===== config.mk =====
export PLATFORM = sky130hd
export DESIGN_NAME = therm_alert
export DESIGN_NICKNAME = d
export VERILOG_FILES = /design/src/rtl/therm_alert_pkg.sv /design/src/rtl/therm_limit_cmp.sv /design/src/rtl/therm_fault_queue.sv /design/src/rtl/therm_int_latch.sv /design/src/rtl/therm_alert.sv
export SDC_FILE = /design/constraint.sdc
export NUM_CORES = 1
export LEC_CHECK = 0
export BUFFER_PORTS_ARGS = -buffer_cell sky130_fd_sc_hd__buf_2
export CORE_MARGIN = 5
export CORE_UTILIZATION = 53
export CTS_CLUSTER_DIAMETER = 120
export DETAILED_ROUTE_END_ITERATION = 16
export GPL_ROUTABILITY_DRIVEN = 1
export GPL_TIMING_DRIVEN = 0
export PLACE_DENSITY = 0.85
export RECOVER_POWER = 50
export REMOVE_ABC_BUFFERS = 1
export SYNTH_ARGS = -nofsm -noshare
export SYNTH_HDL_FRONTEND = slang
export SYNTH_SLANG_ARGS = --single-unit

===== constraint.sdc =====
create_clock -name clk_i -period 3.78 [get_ports clk_i]
set_clock_uncertainty 0.05 [all_clocks]
set_input_delay 0.189 -clock clk_i [delete_from_list [all_inputs] [get_ports clk_i]]
set_output_delay 0.189 -clock clk_i [all_outputs]
set_load 0.1 [all_outputs]

===== src/rtl/therm_alert_pkg.sv =====
package therm_alert_pkg;

  typedef enum logic [1:0] {
    FQ_ONE  = 2'b00,
    FQ_TWO  = 2'b01,
    FQ_FOUR = 2'b10,
    FQ_SIX  = 2'b11
  } fault_sel_e;

  localparam int unsigned NUM_PATHS = 2;
  localparam int unsigned PATH_CMP  = 0;
  localparam int unsigned PATH_INT  = 1;

  // consecutive results required per fault select code
  function automatic int unsigned fault_need(input logic [1:0] sel);
    case (fault_sel_e'(sel))
      FQ_ONE:  return 1;
      FQ_TWO:  return 2;
      FQ_FOUR: return 4;
      default: return 6;
    endcase
  endfunction

endpackage


===== src/rtl/therm_limit_cmp.sv =====
module therm_limit_cmp #(
  parameter int TEMP_W = 12
) (
  input  logic [TEMP_W-1:0] result_i,
  input  logic [TEMP_W-1:0] t_high_i,
  input  logic [TEMP_W-1:0] t_low_i,
  output logic              ge_high_o,
  output logic              lt_low_o
);
  // full-width signed compare, independent of converter resolution
  assign ge_high_o = $signed(result_i) >= $signed(t_high_i);
  assign lt_low_o  = $signed(result_i) <  $signed(t_low_i);
endmodule


===== src/rtl/therm_fault_queue.sv =====
module therm_fault_queue #(
  parameter int CNT_W = 3
) (
  input  logic             clk_i,
  input  logic             rst_ni,
  input  logic             strobe_i,
  input  logic             hit_i,
  input  logic             hold_i,
  input  logic [CNT_W-1:0] need_i,
  output logic             qualify_o
);
  logic [CNT_W-1:0] cnt_q;
  logic [CNT_W-1:0] cnt_inc;

  assign cnt_inc   = cnt_q + 1'b1;
  assign qualify_o = strobe_i & hit_i & ~hold_i & (cnt_inc == need_i);

  always_ff @(posedge clk_i or negedge rst_ni) begin
    if (!rst_ni) begin
      cnt_q <= '0;
    end else if (hold_i) begin
      cnt_q <= '0;
    end else if (strobe_i) begin
      cnt_q <= (hit_i && !qualify_o) ? cnt_inc : '0;
    end
  end
endmodule


===== src/rtl/therm_int_latch.sv =====
module therm_int_latch (
  input  logic clk_i,
  input  logic rst_ni,
  input  logic qualify_i,
  input  logic clear_i,
  output logic pend_o,
  output logic watch_low_o,
  output logic src_high_o
);
  logic pend_q, watch_low_q, src_high_q;

  always_ff @(posedge clk_i or negedge rst_ni) begin
    if (!rst_ni) begin
      pend_q      <= 1'b0;
      watch_low_q <= 1'b0;
      src_high_q  <= 1'b0;
    end else if (pend_q && clear_i) begin
      pend_q      <= 1'b0;
      watch_low_q <= ~watch_low_q;
    end else if (!pend_q && qualify_i) begin
      pend_q     <= 1'b1;
      src_high_q <= ~watch_low_q;
    end
  end

  assign pend_o      = pend_q;
  assign watch_low_o = watch_low_q;
  assign src_high_o  = src_high_q;
endmodule


===== src/rtl/therm_alert.sv =====
module therm_alert
  import therm_alert_pkg::*;
#(
  parameter int TEMP_W = 12,
  parameter int CNT_W  = 3
) (
  input  logic              clk_i,
  input  logic              rst_ni,
  input  logic              conv_done_i,
  input  logic [TEMP_W-1:0] result_i,
  input  logic [TEMP_W-1:0] t_high_i,
  input  logic [TEMP_W-1:0] t_low_i,
  input  logic [1:0]        fault_sel_i,
  input  logic              int_mode_i,
  input  logic              polarity_i,
  input  logic              reg_read_i,
  input  logic              ara_ack_i,
  input  logic              shutdown_i,
  output logic              alert_o,
  output logic              status_o,
  output logic              high_src_o
);
  logic             ge_high, lt_low;
  logic [CNT_W-1:0] need;
  logic             cmp_q;
  logic             int_pend, watch_low, int_src_high;
  logic             int_clear;
  logic             active;

  logic [NUM_PATHS-1:0] path_hit, path_hold, path_qual;

  therm_limit_cmp #(.TEMP_W(TEMP_W)) i_limit_cmp (
    .result_i  (result_i),
    .t_high_i  (t_high_i),
    .t_low_i   (t_low_i),
    .ge_high_o (ge_high),
    .lt_low_o  (lt_low)
  );

  assign need = CNT_W'(fault_need(fault_sel_i));

  // each path watches the opposite limit once its state is set
  assign path_hit[PATH_CMP]  = cmp_q     ? lt_low : ge_high;
  assign path_hold[PATH_CMP] = 1'b0;
  assign path_hit[PATH_INT]  = watch_low ? lt_low : ge_high;
  assign path_hold[PATH_INT] = int_pend;

  for (genvar p = 0; p < NUM_PATHS; p++) begin : g_queue
    therm_fault_queue #(.CNT_W(CNT_W)) i_fault_queue (
      .clk_i     (clk_i),
      .rst_ni    (rst_ni),
      .strobe_i  (conv_done_i),
      .hit_i     (path_hit[p]),
      .hold_i    (path_hold[p]),
      .need_i    (need),
      .qualify_o (path_qual[p])
    );
  end

  always_ff @(posedge clk_i or negedge rst_ni) begin
    if (!rst_ni)                cmp_q <= 1'b0;
    else if (path_qual[PATH_CMP]) cmp_q <= ~cmp_q;
  end

  assign int_clear = reg_read_i | ara_ack_i | shutdown_i;

  therm_int_latch i_int_latch (
    .clk_i       (clk_i),
    .rst_ni      (rst_ni),
    .qualify_i   (path_qual[PATH_INT]),
    .clear_i     (int_clear),
    .pend_o      (int_pend),
    .watch_low_o (watch_low),
    .src_high_o  (int_src_high)
  );

  assign active     = int_mode_i ? int_pend : cmp_q;
  assign alert_o    = ~(active ^ polarity_i);
  assign status_o   = cmp_q ^ polarity_i;
  assign high_src_o = int_mode_i ? int_src_high : cmp_q;

endmodule


==> run metrics, run 1 <==
synthesized flop and latch total 10; Crit path max-delay family compound AO/OA/AOI/OAI gates; Iteration-0 DRC Markers 40; Final Cycle Share 0.575; fillers 205; final hold viol count 0; DRC 0; clock latency on the worst-skew pair 270 ps; Slew headroom 0.624; Setup Buffers After CTS 0; Worst Hold Depth 3; DR pass1 iterations 4; mapped cell area 0.00131 mm2; Area Growth Syn to Fin 23.5%; Initial Util 0.543; Leakage 0.922 nW; antenna viol nets, final 0; Max Clock Freq 460 MHz; grt total ovfl 0; layout cells sized above 1 0.322; max cap viols 0; die width 59.7 um; # IOs 49; antenna diode count 0; top cell type by total area after synthesis ha_1; CTS resizes 0; Final TNS setup 0 ps; Root Driver clkbuf_4; sequential cell area 250 um2; RSZ-0062 raised after global routing no; Setup Viol. Count Final 0; RD Place Congestion 0.809; Yosys warning total 0; FP Rows 18; startpoint types primary input; Main synth FF type dfrtp_1; r2r setup slk 1800 ps; first-pass GRT wire length 5390 um; Synth area leaders ha_1 (24%), dfrtp_1 (19%), inv_1 (7.7%); synth unique cells 44; layout net count 271; fraction of registers with async set/reset 1.00; Place WS 1380 ps; Pwr per Cell Area 458 mW/mm2; stages on the worst setup path 9; worst r2r dst cmp_q$_DFFE_PN0P_; worst vdd ir 0.490 mV; FF-to-FF path depth 6; Die Y 59.7 um; Core Footprint 0.00241 mm2; number of port buffers 48; RR Startpoint g_queue[0].i_fault_queue.cnt_q[0]$_DFFE_PN0P_; Worst-path clk slew 70 ps; Non-Filler Instances 229; Clock Path Buffers 2; worst hold endpoint i_int_latch.pend_o$_DFFE_PN0P_; initial antenna violation count 0; worst-margin pin slew 564 ps; CTS Hold Bufs 1; CTS tree yes; post-synthesis average cell area 8.73 um2; Worst Path Required 3910 ps; crit path capture type register; multi-input logic area 942 um2; Final Util 0.671; crit path buf inv count 1; worst-path cell chain buf_2, ha_1, and4_1, a221o_1, a41oi_2, mux2i_2, mux2_4, nand2_1, o31ai_2; DP HPWL 2760 um; max-slew violations 0; register area share after synthesis 0.191; CP max FO 4; worst min path class in -> reg; fin crit period 2180 ps; vias 1281; Num Clock Sinks 10; Die ar. 0.00356 mm2; final worst setup slack 1600 ps; CP Class in -> reg; CP arrival 2310 ps; largest net degree at the start of global routing 15; cells after synthesis 150; Total Routing Usage GR 0.197; Tot Pwr 0.740 mW; final wirelength 3220 um; HP Start shutdown_i; slowest cell delay on critical path 410 ps; EDFF count, synth 0; Crit-path slowest cell mux2i_2; DR WL/cell 14.1 um; vias in the first global route 1343; status complete, no violations; top cell type's share of synthesized area 0.239; Num CTS Buffers 3; H-tree levels 1; Vias/cell 5.59; placed cell count 224
-- through the flow --
stage                     hold slack, ps  cell area, um2
final                                201            1620
after global routing                 222            1620
after CTS                            197            1620
after detailed placement            13.5            1570
after global placement              12.9            1570
after floorplan                     -157            1290
-- cell usage after synthesis, drive strengths merged, types with 2 or more instances --
cell type and number:
a21o 5, ha 25, nand4 2, nor2 5, a2111o 2, o21ai 3, nor3 3, o31ai 3
a21oi 6, nand2 11, nor2b 2, xnor2 2, nand2b 5, nand3 2, a22o 2, mux2i 3
mux2 4, inv 27, dfrtp 10, a41oi 2, clkbuf 4, xor2 6
-- cell usage in the layout, fill, tap and decap left out, types with 4 or more instances in the layout --
cell      netlist  routed
a21oi_1         6       6
dfrtp_1        10      10
xor2_1          6       6
nand2b_1        4       4
a21o_1          5       5
nand2_1        11      11
buf_2           0      47
nor2_1          5       5
ha_1           25      25
inv_1          27      27
-- worst max-delay path by stage --
stage                                                     to  slack (ps)         startpoint
4_1_cts        g_queue[1].i_fault_queue.cnt_q[1]$_DFFE_PN0P_        1610       result_i[11]
6_report       g_queue[1].i_fault_queue.cnt_q[1]$_DFFE_PN0P_        1600        result_i[9]
5_1_grt        g_queue[1].i_fault_queue.cnt_q[1]$_DFFE_PN0P_        1480        result_i[9]
2_1_floorplan                                        alert_o        1480  cmp_q$_DFFE_PN0P_
3_5_place_dp   g_queue[0].i_fault_queue.cnt_q[2]$_DFFE_PN0P_        1380       result_i[11]
3_3_place_gp   g_queue[1].i_fault_queue.cnt_q[1]$_DFFE_PN0P_        1410        result_i[9]
-- area by class of cell --
cell class              instances  share of cell area
multi-input cells             109               0.583
flip-flops and latches         10               0.155
repair buffers                 49               0.154
inverters                      27              0.0627
well taps                      30              0.0232
clock buffers                   4              0.0224
-- logic make-up (layout without fill, tap and decap cells) --
kind of cell,count (synthesis),in the layout,synth area share
buf+inv,31,80,0.0889
flops,10,10,0.191
mux,7,7,0.0726
compound gates,34,34,0.211
fa+ha+maj,25,25,0.239
xor+xnor,8,8,0.0535
simple gates,35,35,0.143
-- state kept, by name (all words and copies together), names as in the netlist --
signal and count:
i_int_latch.pend_o 1, cmp_q 1, i_int_latch.watch_low_o 1, i_int_latch.src_high_o 1, g_queue.i_fault_queue.cnt_q 6
-- power by group --
part	switching [mW]	internal (mW)	leakage (nW)
Sequential	0.0539	0.148	0.124
Combinational	0.265	0.174	0.777
Clock	0.0410	0.0585	0.0210
-- per-layer routing --
metal  vias up  part of all wire  track usage
li1        633                 -            -
met1       602              0.38        0.206
met2        40              0.54        0.386
met3         6             0.065       0.0238
met4         0             0.016       0.0791
met5         -                 0            0
-- tightest hold or removal path, delay by kind of cell --
family / cells / cell delay, ps
buffers and inverters: 1 / 80
AOI/OAI and AO/OA: 1 / 170
and+or+nand+nor: 1 / 50
No activity file was read; power rests on OpenSTA's default activity.
==> run 2, diff against run 1 <==
Settings changed: ABC_AREA set to 1, CORE_UTILIZATION 53 to 51, PLACE_DENSITY 0.85 to 0.81.
Clock period 3.78 ns to 2.2 ns, I/O delays scaled along.
==> run 2 against run 1 <==
Non-clock buffer count unchanged. First-iteration DRC count decreased by 35%. Via count increased by 1.6%. Synthesized cell count up 34%. Combinational power up 74%. Final cell count grew 24%. Worst setup slack got worse by 1200 ps. Largest cell class unchanged. Synthesized area increased by 8.1%. Clock-buffer cell count shrank 1.
==> run metrics, run 2 <==
switching pwr 0.630 mW (+75%); antenna viol nets, final 0 (unchanged); grt total ovfl 0 (unchanged); worst-margin pin slew 553 ps (-10.7 ps); CP arrival 1590 ps (-720 ps); first-pass GRT wire length 4630 um (-14%); worst hold margin 90.2 ps (-111 ps); layout cells sized above 1 0.316 (-0.00540); fraction of registers with async set/reset 1.00 (unchanged); vias 1302 (+1.6%); layout net count 326 (+20%); Setup Buffers After CTS 0 (unchanged); max cap viols 0 (unchanged); Clock Path Buffers 2 (unchanged); Num Clock Sinks 10 (unchanged); DR pass1 iterations 4 (unchanged); CTS tree yes; Setup Viol. Count Final 0 (unchanged); clock latency on the worst-skew pair 260 ps (about the same); Die ar. 0.00393 mm2 (+10%); startpoint types register; FP Rows 19 (+1); largest net degree at the start of global routing 11 (-4); RD Place Congestion 0.749 (-7.4%); Tot Pwr 1.22 mW (+64%); Iteration-0 DRC Markers 26 (-35%); final worst setup slack 453 ps (-1150 ps); worst vdd ir 0.671 mV (+37%); CP Class reg -> out; DRC 0 (unchanged); final wirelength 2700 um (-16%); CTS resizes 0 (unchanged); Yosys warning total 0 (unchanged); Crit-path slowest cell buf_2; Worst Path Required 2040 ps (-1870 ps); combinational share of power 0.629 (+0.036); initial antenna violation count 0 (unchanged); mapped cell area 0.00142 mm2 (+8.1%); most frequent cells in the layout nand2_1 (52), buf_2 (47), inv_1 (44), ha_1 (25), dfrtp_1 (10); Final Cycle Share 0.794; Slew headroom 0.631 (+0.00716); vias in the first global route 1192 (-11%); Int Pwr 0.587 mW (+54%); cells after synthesis 201 (+34%); most common cell after layout, fill and taps aside nand2_1; Final Util 0.637 (-0.0342); top cell type's share of synthesized area 0.221 (-0.0180); Initial Util 0.522 (-0.0209); CTS Hold Bufs 1 (unchanged); # IOs 49 (unchanged); Num CTS Buffers 3 (unchanged); Leakage 1.08 nW (+17%); Largest Register g_queue.i_fault_queue.cnt_q; most frequent cell after synthesis nand2_1; RSZ-0062 raised after global routing no; clock share of power 0.097 (-0.038); final hold viol count 0 (unchanged); Root Driver clkbuf_4; Main synth FF type dfrtp_1; synth unique cells 30 (-32%); max reg flops 6 (unchanged); post-synthesis average cell area 7.04 um2 (-19%); Area Growth Syn to Fin 21.9%; Synth area leaders ha_1 (22%), dfrtp_1 (18%), nand2_1 (14%); number of port buffers 48 (unchanged); fin crit period 1750 ps; Worst-path clk slew 60 ps (about the same); top cell type by total area after synthesis ha_1; DR WL/cell 9.50 um (-33%); slowest cell delay on critical path 440 ps (+30 ps); antenna diode count 0 (unchanged); synthesized flop and latch total 10 (unchanged); Core Footprint 0.00271 mm2 (+12%); die width 62.7 um (+5.0%); Switching Share 0.518 (+0.0318); CP max FO 4 (unchanged); crit path capture type output pin; Worst Hold Depth 3 (unchanged); max-slew violations 0 (unchanged); Vias/cell 4.58 (-18%); EDFF count, synth 0 (unchanged); DP HPWL 2440 um (-12%); FF-to-FF path depth 8 (+2); Pwr per Cell Area 706 mW/mm2 (+54%); Place WS 492 ps (-888 ps); Die Y 62.7 um (+5.0%); status complete, no violations; Total Routing Usage GR 0.139 (-0.0571); register area share after synthesis 0.177 (-0.0144); Max Clock Freq 572 MHz; H-tree levels 1 (unchanged); worst-path cell chain inv_1, o21ai_0, xnor2_1, buf_2; Sequential Power Share 0.274 (about the same); worst min path class in -> reg; Commonest cells post-synth nand2_1 (52), inv_1 (44), ha_1 (25)
==> run 2: cell count changes after synthesis, moves of 3 or more <==
| cell | change |
|---|---|
| inv_1 | +17 |
| a21o_1 | -4 |
| nand2b_1 | -4 |
| nand2_2 | +5 |
| mux2_2 | -3 |
| clkbuf_1 | -4 |
| nand2_1 | +41 |
| o21ai_2 | +3 |
| clkinv_1 | +3 |
| o21ai_1 | +6 |
| inv_2 | +6 |
==> run 2: per-layer routing <==
metal  global-route usage  wire [um]
met1                0.161       1190
met2                0.251       1340
met3               0.0468        169
met4               0.0212          0
met5                    0          0
==> run 2: final cells by class <==
| class | instances | area (um2) |
|---|---|---|
| clock buffers | 3 | 22.5 |
| repair buffers | 49 | 249 |
| fillers | 257 | 985 |
| inverters | 53 | 199 |
| flip-flops and latches | 10 | 250 |
| multi-input cells | 138 | 966 |
| well taps | 31 | 38.8 |
==> run 2: cells by family after synthesis <==
kind of cell               after synthesis  synth area share
AOI/OAI and AO/OA                       21            0.0946
xor gates and xnor gates                 9            0.0557
adders and majority gates               25             0.221
buffers and inverters                   53             0.141
DFF                                     10             0.177
and+or+nand+nor                         83             0.311
==> run 2: worst max-delay path, delay by kind of cell (launching register included) <==
family / cells / cell delay, ps
xor+xnor: 1 / 140
compound gates: 1 / 230
buf+inv: 2 / 560
flops: 1 / 400
==> run 2: path summary, 6_finish.rpt <==
| kind | startpoint | to | slack [ps] |
|---|---|---|---|
| max | i_int_latch.pend_o$_DFFE_PN0P_ | alert_o | 450 |
| min | conv_done_i | g_queue[0].i_fault_queue.cnt_q[1]$_DFFE_PN0P_ | 90 |
| max reg2reg | g_queue[1].i_fault_queue.cnt_q[0]$_DFFE_PN0P_ | i_int_latch.src_high_o$_DFFE_PN0P_ | 490 |
| min reg2reg | g_queue[1].i_fault_queue.cnt_q[1]$_DFFE_PN0P_ | g_queue[1].i_fault_queue.cnt_q[1]$_DFFE_PN0P_ | 430 |
| max in group asynchronous | rst_ni | g_queue[1].i_fault_queue.cnt_q[2]$_DFFE_PN0P_ | 1430 |
| min in group asynchronous | rst_ni | g_queue[0].i_fault_queue.cnt_q[1]$_DFFE_PN0P_ | 300 |
==> run 2: stage by stage <==
step                      cells  cell area, um2  TNS (ps)
after floorplan             201            1420      -161
after global placement      280            1690         0
after detailed placement    280            1690         0
after CTS                   284            1730         0
after global routing        284            1730         0
final                       284            1730         0
==> run 2: power by group through the flow <==
stage / Clock (mW) / Combinational (mW) / Sequential, mW
after detailed placement: 0 / 0.764 / 0.337
after global placement: 0 / 0.744 / 0.335
after CTS: 0.123 / 0.774 / 0.333
after floorplan: 0 / 0.624 / 0.319
final: 0.118 / 0.765 / 0.334
after global routing: 0.132 / 0.850 / 0.343
